[src/rtl/pg_xlate_pkg.sv]
// Shared types for the paged address translator.
package pg_xlate_pkg;
    // Translator sequencing: waiting for a request, or waiting on a page-table read.
    typedef enum logic [0:0] {
        XS_IDLE = 1'b0,
        XS_WALK = 1'b1
    } xlate_state_t;
endpackage

[src/rtl/pg_xlate_tlb.sv]
// Fully associative translation cache.
// Compares the lookup page against all entries at once and returns the
// matching frame. Fills go to the slot under a round-robin pointer. Since
// fills only happen on a miss and the pointer restarts on flush, entries
// fill in order and a full cache evicts its oldest fill.
// Assumes TLB_N >= 2, and that a page is never filled while it is present.
module pg_xlate_tlb #(
    parameter int TLB_N = 4,
    parameter int PN_W  = 6,
    parameter int FR_W  = 6
) (
    input  logic            clk,
    input  logic            rst_n,
    input  logic [PN_W-1:0] look_page,
    output logic            hit,
    output logic [FR_W-1:0] hit_frame,
    input  logic            fill_en,
    input  logic [PN_W-1:0] fill_page,
    input  logic [FR_W-1:0] fill_frame,
    input  logic            flush
);
    localparam int IDX_W = $clog2(TLB_N);

    logic [TLB_N-1:0] vld;
    logic [PN_W-1:0]  tag   [TLB_N];
    logic [FR_W-1:0]  frame [TLB_N];
    logic [TLB_N-1:0] match;
    logic [IDX_W-1:0] ptr;

    // One comparator per entry, all working in parallel.
    for (genvar g = 0; g < TLB_N; g++) begin : g_cmp
        assign match[g] = vld[g] && (tag[g] == look_page);
    end

    assign hit = |match;

    // Merge the frame of the single matching entry.
    always_comb begin
        hit_frame = '0;
        for (int i = 0; i < TLB_N; i++) begin
            if (match[i]) hit_frame = hit_frame | frame[i];
        end
    end

    // Valid bits and replacement pointer; flush wins over a fill.
    always_ff @(posedge clk) begin
        if (!rst_n) begin
            vld <= '0;
            ptr <= '0;
        end else if (flush) begin
            vld <= '0;
            ptr <= '0;
        end else if (fill_en) begin
            vld[ptr] <= 1'b1;
            if (ptr == IDX_W'(TLB_N - 1)) ptr <= '0;
            else                          ptr <= ptr + 1'b1;
        end
    end

    // Entry payload written at the pointer slot.
    always_ff @(posedge clk) begin
        if (fill_en && !flush) begin
            tag[ptr]   <= fill_page;
            frame[ptr] <= fill_frame;
        end
    end


    single_match_chk: assert property (@(posedge clk) disable iff (!rst_n)
        $onehot0(match));


    flush_empty_chk: assert property (@(posedge clk) disable iff (!rst_n)
        flush |=> !hit);
endmodule

[src/rtl/pg_xlate_walk.sv]
// Translation sequencer.
// In idle it accepts a request. A cache hit completes on the next edge. A
// miss starts a page-table read at base plus page and holds it until data
// returns, then fills the cache and completes. Requests during a read are
// ignored. Assumes PN_W <= PA_W.
module pg_xlate_walk
    import pg_xlate_pkg::*;
#(
    parameter int PN_W    = 6,
    parameter int FR_W    = 6,
    parameter int PG_BITS = 2
) (
    input  logic                    clk,
    input  logic                    rst_n,
    input  logic                    req_vld,
    input  logic [PN_W-1:0]         req_page,
    input  logic [PG_BITS-1:0]      req_off,
    input  logic [FR_W+PG_BITS-1:0] pt_base,
    input  logic                    tlb_hit,
    input  logic [FR_W-1:0]         tlb_frame,
    output logic                    fill_en,
    output logic [PN_W-1:0]         fill_page,
    output logic [FR_W-1:0]         fill_frame,
    output logic                    mem_rd,
    output logic [FR_W+PG_BITS-1:0] mem_addr,
    input  logic                    mem_rvld,
    input  logic [FR_W-1:0]         mem_rdata,
    output logic                    done,
    output logic [FR_W+PG_BITS-1:0] paddr
);
    localparam int PA_W = FR_W + PG_BITS;

    xlate_state_t       st;
    logic [PN_W-1:0]    page_q;
    logic [PG_BITS-1:0] off_q;

    // Cache fill happens on the cycle the table word arrives.
    assign fill_en    = (st == XS_WALK) && mem_rvld;
    assign fill_page  = page_q;
    assign fill_frame = mem_rdata;

    // Request acceptance, table read sequencing and result register.
    always_ff @(posedge clk) begin
        if (!rst_n) begin
            st       <= XS_IDLE;
            mem_rd   <= 1'b0;
            mem_addr <= '0;
            done     <= 1'b0;
            paddr    <= '0;
            page_q   <= '0;
            off_q    <= '0;
        end else begin
            done <= 1'b0;
            case (st)
                XS_IDLE: begin
                    if (req_vld) begin
                        page_q <= req_page;
                        off_q  <= req_off;
                        if (tlb_hit) begin
                            done  <= 1'b1;
                            paddr <= {tlb_frame, req_off};
                        end else begin
                            st       <= XS_WALK;
                            mem_rd   <= 1'b1;
                            mem_addr <= pt_base + PA_W'(req_page);
                        end
                    end
                end
                XS_WALK: begin
                    if (mem_rvld) begin
                        st     <= XS_IDLE;
                        mem_rd <= 1'b0;
                        done   <= 1'b1;
                        paddr  <= {mem_rdata, off_q};
                    end
                end
                default: st <= XS_IDLE;
            endcase
        end
    end


    rd_hold_chk: assert property (@(posedge clk) disable iff (!rst_n)
        (mem_rd && !mem_rvld) |=> mem_rd);


    addr_stable_chk: assert property (@(posedge clk) disable iff (!rst_n)
        (mem_rd && !mem_rvld) |=> $stable(mem_addr));


    done_pulse_chk: assert property (@(posedge clk) disable iff (!rst_n)
        done |=> !done);


    hit_done_chk: assert property (@(posedge clk) disable iff (!rst_n)
        (st == XS_IDLE && req_vld && tlb_hit) |=> (done && !mem_rd));


    busy_no_done_chk: assert property (@(posedge clk) disable iff (!rst_n)
        (mem_rd && !mem_rvld) |=> !done);
endmodule

[src/rtl/pg_xlate.sv]
// Paged address translator top level.
// Splits the logical address into page and offset, looks the page up in
// the translation cache, and walks the in-memory page table on a miss.
// Assumes one page-table word per page holding a frame number.
module pg_xlate #(
    parameter int LA_W    = 8,
    parameter int PG_BITS = 2,
    parameter int FR_W    = 6,
    parameter int TLB_N   = 4
) (
    input  logic                    clk,
    input  logic                    rst_n,
    input  logic                    req_vld,
    input  logic [LA_W-1:0]         req_laddr,
    input  logic [FR_W+PG_BITS-1:0] pt_base,
    input  logic                    flush,
    output logic                    mem_rd,
    output logic [FR_W+PG_BITS-1:0] mem_addr,
    input  logic                    mem_rvld,
    input  logic [FR_W-1:0]         mem_rdata,
    output logic                    done,
    output logic [FR_W+PG_BITS-1:0] paddr
);
    localparam int PN_W = LA_W - PG_BITS;

    logic [PN_W-1:0]    look_page;
    logic [PG_BITS-1:0] look_off;
    logic               tlb_hit;
    logic [FR_W-1:0]    tlb_frame;
    logic               fill_en;
    logic [PN_W-1:0]    fill_page;
    logic [FR_W-1:0]    fill_frame;

    // Field split of the logical address.
    assign look_page = req_laddr[LA_W-1:PG_BITS];
    assign look_off  = req_laddr[PG_BITS-1:0];

    pg_xlate_tlb #(.TLB_N(TLB_N), .PN_W(PN_W), .FR_W(FR_W)) u_tlb (
        .clk        (clk),
        .rst_n      (rst_n),
        .look_page  (look_page),
        .hit        (tlb_hit),
        .hit_frame  (tlb_frame),
        .fill_en    (fill_en),
        .fill_page  (fill_page),
        .fill_frame (fill_frame),
        .flush      (flush)
    );

    pg_xlate_walk #(.PN_W(PN_W), .FR_W(FR_W), .PG_BITS(PG_BITS)) u_walk (
        .clk        (clk),
        .rst_n      (rst_n),
        .req_vld    (req_vld),
        .req_page   (look_page),
        .req_off    (look_off),
        .pt_base    (pt_base),
        .tlb_hit    (tlb_hit),
        .tlb_frame  (tlb_frame),
        .fill_en    (fill_en),
        .fill_page  (fill_page),
        .fill_frame (fill_frame),
        .mem_rd     (mem_rd),
        .mem_addr   (mem_addr),
        .mem_rvld   (mem_rvld),
        .mem_rdata  (mem_rdata),
        .done       (done),
        .paddr      (paddr)
    );


    offset_pass_chk: assert property (@(posedge clk) disable iff (!rst_n)
        (req_vld && !mem_rd && tlb_hit) |=> (paddr[PG_BITS-1:0] == $past(look_off)));
endmodule

[config.mk]
export PLATFORM = sky130hd
export DESIGN_NAME = pg_xlate
export DESIGN_NICKNAME = d
export VERILOG_FILES = /design/src/rtl/pg_xlate_pkg.sv /design/src/rtl/pg_xlate_tlb.sv /design/src/rtl/pg_xlate_walk.sv /design/src/rtl/pg_xlate.sv
export SDC_FILE = /design/constraint.sdc
export NUM_CORES = 1
export LEC_CHECK = 0
export ABC_AREA = 1
export ABC_CLOCK_PERIOD_IN_PS = 1900
export CAP_MARGIN = 15
export CORE_MARGIN = 8
export CORE_UTILIZATION = 30
export DETAILED_ROUTE_END_ITERATION = 10
export DONT_BUFFER_PORTS = 1
export PLACE_DENSITY = 0.42
export SYNTH_ARGS = -nofsm -noshare
export SYNTH_HDL_FRONTEND = slang
export SYNTH_SLANG_ARGS = --single-unit
[constraint.sdc]
create_clock -name clk -period 1.9 [get_ports clk]
set_input_delay 0.38 -clock clk [delete_from_list [all_inputs] [get_ports clk]]
set_output_delay 0.38 -clock clk [all_outputs]
set_load 0.1 [all_outputs]
# Yosys cells after proc, flatten, opt, wreduce, memory -nomap -nowiden
# Memories as Yosys holds them, arrays and structs flattened.
# Cells that the tools add are included.
# word_totals
reg_bits,33
mem_bits_rw,48
in_bits,27
out_inout_bits,18
wordCells,70
mem_count,2
# memory_table
name,depth,width,rd,rd_clocked_by_memory_dff,write_ports,line_no,text
u_tlb.frame,4,6,4,0,1,pg_xlate_tlb.sv:26,logic [FR_W-1:0] frame [TLB_N];
u_tlb.tag,4,6,4,0,1,pg_xlate_tlb.sv:25,logic [PN_W-1:0] tag [TLB_N];
# op_classes
add_sub_neg,2
order_cmp,2
n_eq_ne,9
muxes,25
bitwise,7
n_reduce_logical,14
# ops
op,count
equality test 6 bit,4
2-to-1 mux 6 bit,4
2-to-1 mux 8 bit,3
OR 6 bit,3
case mux 8 bit (2 select lines),1
2-to-1 mux 1 bit,12
AND reduction 3 bit,3
adder 8 x 6 -> 8 bit,1
!= test 2 bit (second input constant),4
logical AND 1 bit,7
case mux 1 bit (2 select lines),3
OR 4 bit,1
OR reduction 4 bit,1
less-than comparator 2 x 3 -> 1 bit (second input constant),1
NOT 1 bit,3
adder 2 x 1 -> 2 bit (second input constant),1
demux 1 bit (select 2 bit),1
equality test 2 bit (second input constant),1
greater-or-equal comparator 2 x 1 -> 1 bit (second input constant),1
2-to-1 mux 2 bit,1
AND reduction 2 bit,1
OR reduction 2 bit,1
logical NOT 1 bit,1

# Depth between registers and ports, before layout
# depth
ltp_word,12
ltp_mapped,13
mapped_depth_nobuf,13

# Hierarchy
# A second synthesis with hierarchy kept.
# unflattened
hier_cells,434
hier_area_um2,3881.2
# by_module_without_submodules
module,instances,cells_per_inst,area_each_um2,seq_area_each_um2
pg_xlate_tlb,1,245,2488.6,1561.5
pg_xlate_walk,1,189,1392.6,540.5

# Least setup slack after synthesis
# No wires, ideal clock.
# synth_path
path_type,input to register
start,input req_laddr[2]
end,register u_walk.mem_addr[6]
setup_ns,0.116
arrival_ns,1.627
setup_slack_ns,0.157
path_stages,9
cell_sequence,ha_1 > inv_1 > fa_1 > o21ai_0 > a21oi_1 > o21bai_1 > nor2_1 > nor2_1 > nor2_1
# synth_between
elab_chain_len,5
elab_cells_between_ends,12
cone_classes,add/sub (1); eq/ne (4); bitwise (1); reduce/logical (6)
# synth_lines
element,line_no,text
from (decl),pg_xlate.sv:14,"input logic [LA_W-1:0] req_laddr,"
equality test 6 bit,pg_xlate_tlb.sv:32,assign match[g] = vld[g] && (tag[g] == look_page);
logical AND 1 bit,pg_xlate_tlb.sv:32,
OR reduction 4 bit,pg_xlate_tlb.sv:35,assign hit = |match;
NOT 1 bit (no source line),-,
AND reduction 3 bit (no source line),-,
to (signal assigned),pg_xlate_walk.sv:65,mem_addr <= pt_base + PA_W'(req_page);
to (decl),pg_xlate_walk.sv:25,"output logic [FR_W+PG_BITS-1:0] mem_addr,"
# Several ways; a longest one is shown, not always the timed one.
# A chain may end at the register's enable or synchronous reset.

==> flow_summary.ini <==
[hold_path]
hold_end = u_tlb.frame[3][3]$_DFFE_PP_
holdCritStartpoint = mem_rdata[3]
worstHoldPathType = input pin to flip-flop
hold_depth = 0

[critical_path]
critical_path_class = flip-flop to flip-flop
r2r-end = u_walk.paddr[1]$_SDFFE_PN0P_
slowest_delay_ns = 0.38
arrival_ns = 1.89
reg2reg_slack_ns = 0.25
path_cells = xnor2_1 > nand3b_1 > nor2_1 > nor2_4 > nand2_4 > nand2_4 > nand2_8 > nor2_2 > nand2_1 > nand2_1
reg2reg_from = u_tlb.tag[2][2]$_DFFE_PP_
worst_r2r_path_depth = 10
worstSetupEndpointType = flip-flop
startpoint_type = flip-flop
slowest_stage = edfxtp_1
worst-path-max-fanout = 7
critPathRequiredTime_ns = 2.14

[floorplan]
die_h_um = 129
die_width_um = 129
die_area_mm2 = 0.0166
num_rows = 41
initial_core_util_pct = 30.6
io_pins = 45
core-area_mm2 = 0.0125

[synth]
ys_seq_area_share_pct = 54.9
yosysWarnings = 0
syn_area_per_cell_um2 = 8.92
synth_xor_area_share_pct = 1.60
synth.distinct_cells = 31
synth_fa_ha_area_share_pct = 3.79
synth-simple-area-share_pct = 26.1
syn_nets = 467
synth_edf_count = 48
synth_top_family_by_area = simple AND/OR/NAND/NOR gates
synth_compound_area_share_pct = 8.04
synth_ff_type = edfxtp_1
synthCells = 429
synth_area_mm2 = 0.00383
async_flop_share_pct = 0
yosys_register_bits = 81
muxShareOfSynthArea_pct = 0

[sta]
hold_ws_ns = 0.128
maxSlewViolCount = 0
clock.fmax_mhz = 606
clock_skew_ns = 0.0103
fin_crit_sh_pct = 86.9
timing.final.setup_violations = 0
max_slew_margin_pct = 62.3
fin_ws_ns = 0.249
setup_tns_ns = 0
tightest_slew_ns = 0.564
rsz0062_at_grt = false
finalCriticalPeriod_ns = 1.65
hold_viol_final = 0

[final_layout]
synthToLayoutAreaGrowth_pct = 18.5
finalNetCount = 503
fillers = 1314
drive_gt1_share_pct = 15.7
diodes = 0
fin_cells = 642

[pwr]
powerDensity_mw_per_mm2 = 907
share_comb_of_total_power_pct = 11.6
seqPwrFrac_pct = 47.0
p_sw_w = 0.00106
power_leakage_nw = 1.96
total_power_w = 0.00411
vdd_drop_max_v = 0.000396
clkPwrFrac_pct = 41.4
p_int_w = 0.00305
swShare_pct = 25.8

[drt]
drt-total-wl_um = 9730
via_count = 2855
ant_nets = 0
drt_pre_antenna_iters = 4
viasPerCell = 4.45
wire_per_inst_um = 15.2
drc = 0
drt-initial-drc-count = 98

[grt]
grt_pass1_wl_um = 15600
grt_max_degree = 21
grt_pass1_vias = 2945
grt.overflow.total = 0
grt_util_all_layers_pct = 12.6
antenna_found_initial = 0

[placed_design]
post-place-ws_ns = 0.0569
port_buffers = 0
hpwlAfterDp_um = 7160
gp_congestion = 0.776
dpl.cell_count = 626

[job]
maxCapViolCount = 0

[clock_tree]
clock_path_buffers = 2
ctsHoldBuffers = 0
postCtsSetupBuffers = 0
clock_latency_ns = 0.34
cts_tree = built
cts_inserted_buffers = 9
ctsResizeCount = 0
cts.sinks = 81
htreeDepth = 3
root_buffer = clkbuf_16
clk_pin_slew_ns = 0.06

[run_status]
status = complete, no violations
==> power groups by stage <==
stage / sequential [W] / combinational [W] / clock [W]
3_5_place_dp: 0.00197 / 0.000481 / 0
6_report: 0.00193 / 0.000475 / 0.00170
2_1_floorplan: 0.00213 / 0.000213 / 0
5_1_grt: 0.00194 / 0.000525 / 0.00183
3_3_place_gp: 0.00197 / 0.000480 / 0
4_1_cts: 0.00194 / 0.000483 / 0.00176
==> Yosys cell counts (2+ instances only) <==
cell type | instances | area share, %
xnor2_1 | 3 | 0.69
nand2_8 | 2 | 1.0
a211oi_1 | 2 | 0.39
a21oi_1 | 25 | 3.3
nand2_4 | 2 | 0.59
edfxtp_1 | 48 | 38
clkbuf_1 | 4 | 0.39
o21ai_2 | 6 | 1.4
nor2_4 | 4 | 1.2
o21ai_0 | 9 | 1.2
o21bai_1 | 7 | 1.4
o21ai_1 | 2 | 0.26
nand3_1 | 19 | 2.5
or2_2 | 2 | 0.33
dfxtp_1 | 33 | 17
nand4_1 | 12 | 2.0
xor2_1 | 4 | 0.92
nand2_1 | 137 | 13
inv_1 | 42 | 4.1
nand2_2 | 2 | 0.33
inv_2 | 7 | 0.69
nor2_2 | 2 | 0.33
nor2_1 | 38 | 3.7
ha_1 | 10 | 3.3
==> routing by layer <==
metal | vias up | part of all wire, % | GRT usage (%)
li1 | 1472 | - | -
met1 | 1320 | 44 | 14.9
met2 | 47 | 48 | 20.4
met3 | 16 | 5.8 | 4.10
met4 | 0 | 1.9 | 5.60
met5 | - | 0 | 0
==> cell type report <==
class / instances / area, um2 / share of cell area [%]
Sequential cell: 81 / 2100 / 46.3
Multi-Input combinational cell: 292 / 1510 / 33.3
Timing Repair Buffer: 31 / 233 / 5.13
Clock buffer: 10 / 229 / 5.05
Tap cell: 172 / 215 / 4.74
Inverter: 50 / 188 / 4.14
Clock inverter: 6 / 57.6 / 1.27
==> worst max-delay path by stage <==
stage | start | slack, ns | endpoint | depth (start not counted)
2_1_floorplan | req_laddr[2] | 0.16 | u_walk.mem_addr[6]$_SDFFE_PN0P_ | 9
3_3_place_gp | req_laddr[2] | 0.08 | u_walk.mem_addr[6]$_SDFFE_PN0P_ | 9
3_5_place_dp | req_laddr[2] | 0.06 | u_walk.mem_addr[6]$_SDFFE_PN0P_ | 9
4_1_cts | u_tlb.tag[0][0]$_DFFE_PP_ | 0.22 | u_walk.paddr[1]$_SDFFE_PN0P_ | 12
5_1_grt | u_tlb.tag[0][2]$_DFFE_PP_ | 0.07 | u_walk.mem_addr[6]$_SDFFE_PN0P_ | 12
6_report | u_tlb.tag[2][2]$_DFFE_PP_ | 0.25 | u_walk.paddr[1]$_SDFFE_PN0P_ | 10
==> cells in the final DEF (no fill, tap or decap), types with 9 or more instances in the layout <==
cell type  count
nand2_1      137
ha_1          10
dfxtp_1       33
clkbuf_16      9
edfxtp_1      48
nand4_1       12
buf_4         31
nor2_1        38
o21ai_0        9
nand3_1       19
inv_1         42
a21oi_1       25
==> stage by stage <==
| step | cell area, um2 | utilization [%] |
|---|---|---|
| 6_report | 4540 | 36.2 |
| 3_5_place_dp | 4250 | 33.9 |
| 5_1_grt | 4540 | 36.2 |
| 3_3_place_gp | 4250 | 33.9 |
| 4_1_cts | 4540 | 36.2 |
| 2_1_floorplan | 3830 | - |
==> cells by family after synthesis <==
logic type / count (synthesis)
simple gates: 222
xor+xnor: 7
fa+ha+maj: 11
compound gates: 52
flops: 81
buf+inv: 56
==> sequential cells by signal, indices dropped and copies added, names as in the netlist <==
| name | cells |
|---|---|
| u_tlb.vld | 4 |
| u_tlb.ptr | 2 |
| u_tlb.tag | 24 |
| u_walk.fill_page | 6 |
| u_walk.off_q | 2 |
| u_walk.paddr | 8 |
| u_walk.mem_rd | 1 |
| u_walk.st | 1 |
| u_walk.done | 1 |
| u_walk.mem_addr | 8 |
| u_tlb.frame | 24 |
==> critical path: cells and delay by family (launching register included) <==
family	cells	cell delay [ns]
xor+xnor	1	0.31
flops	1	0.38
simple gates	9	0.86
Note: power is estimated with default switching activity, not from simulation.
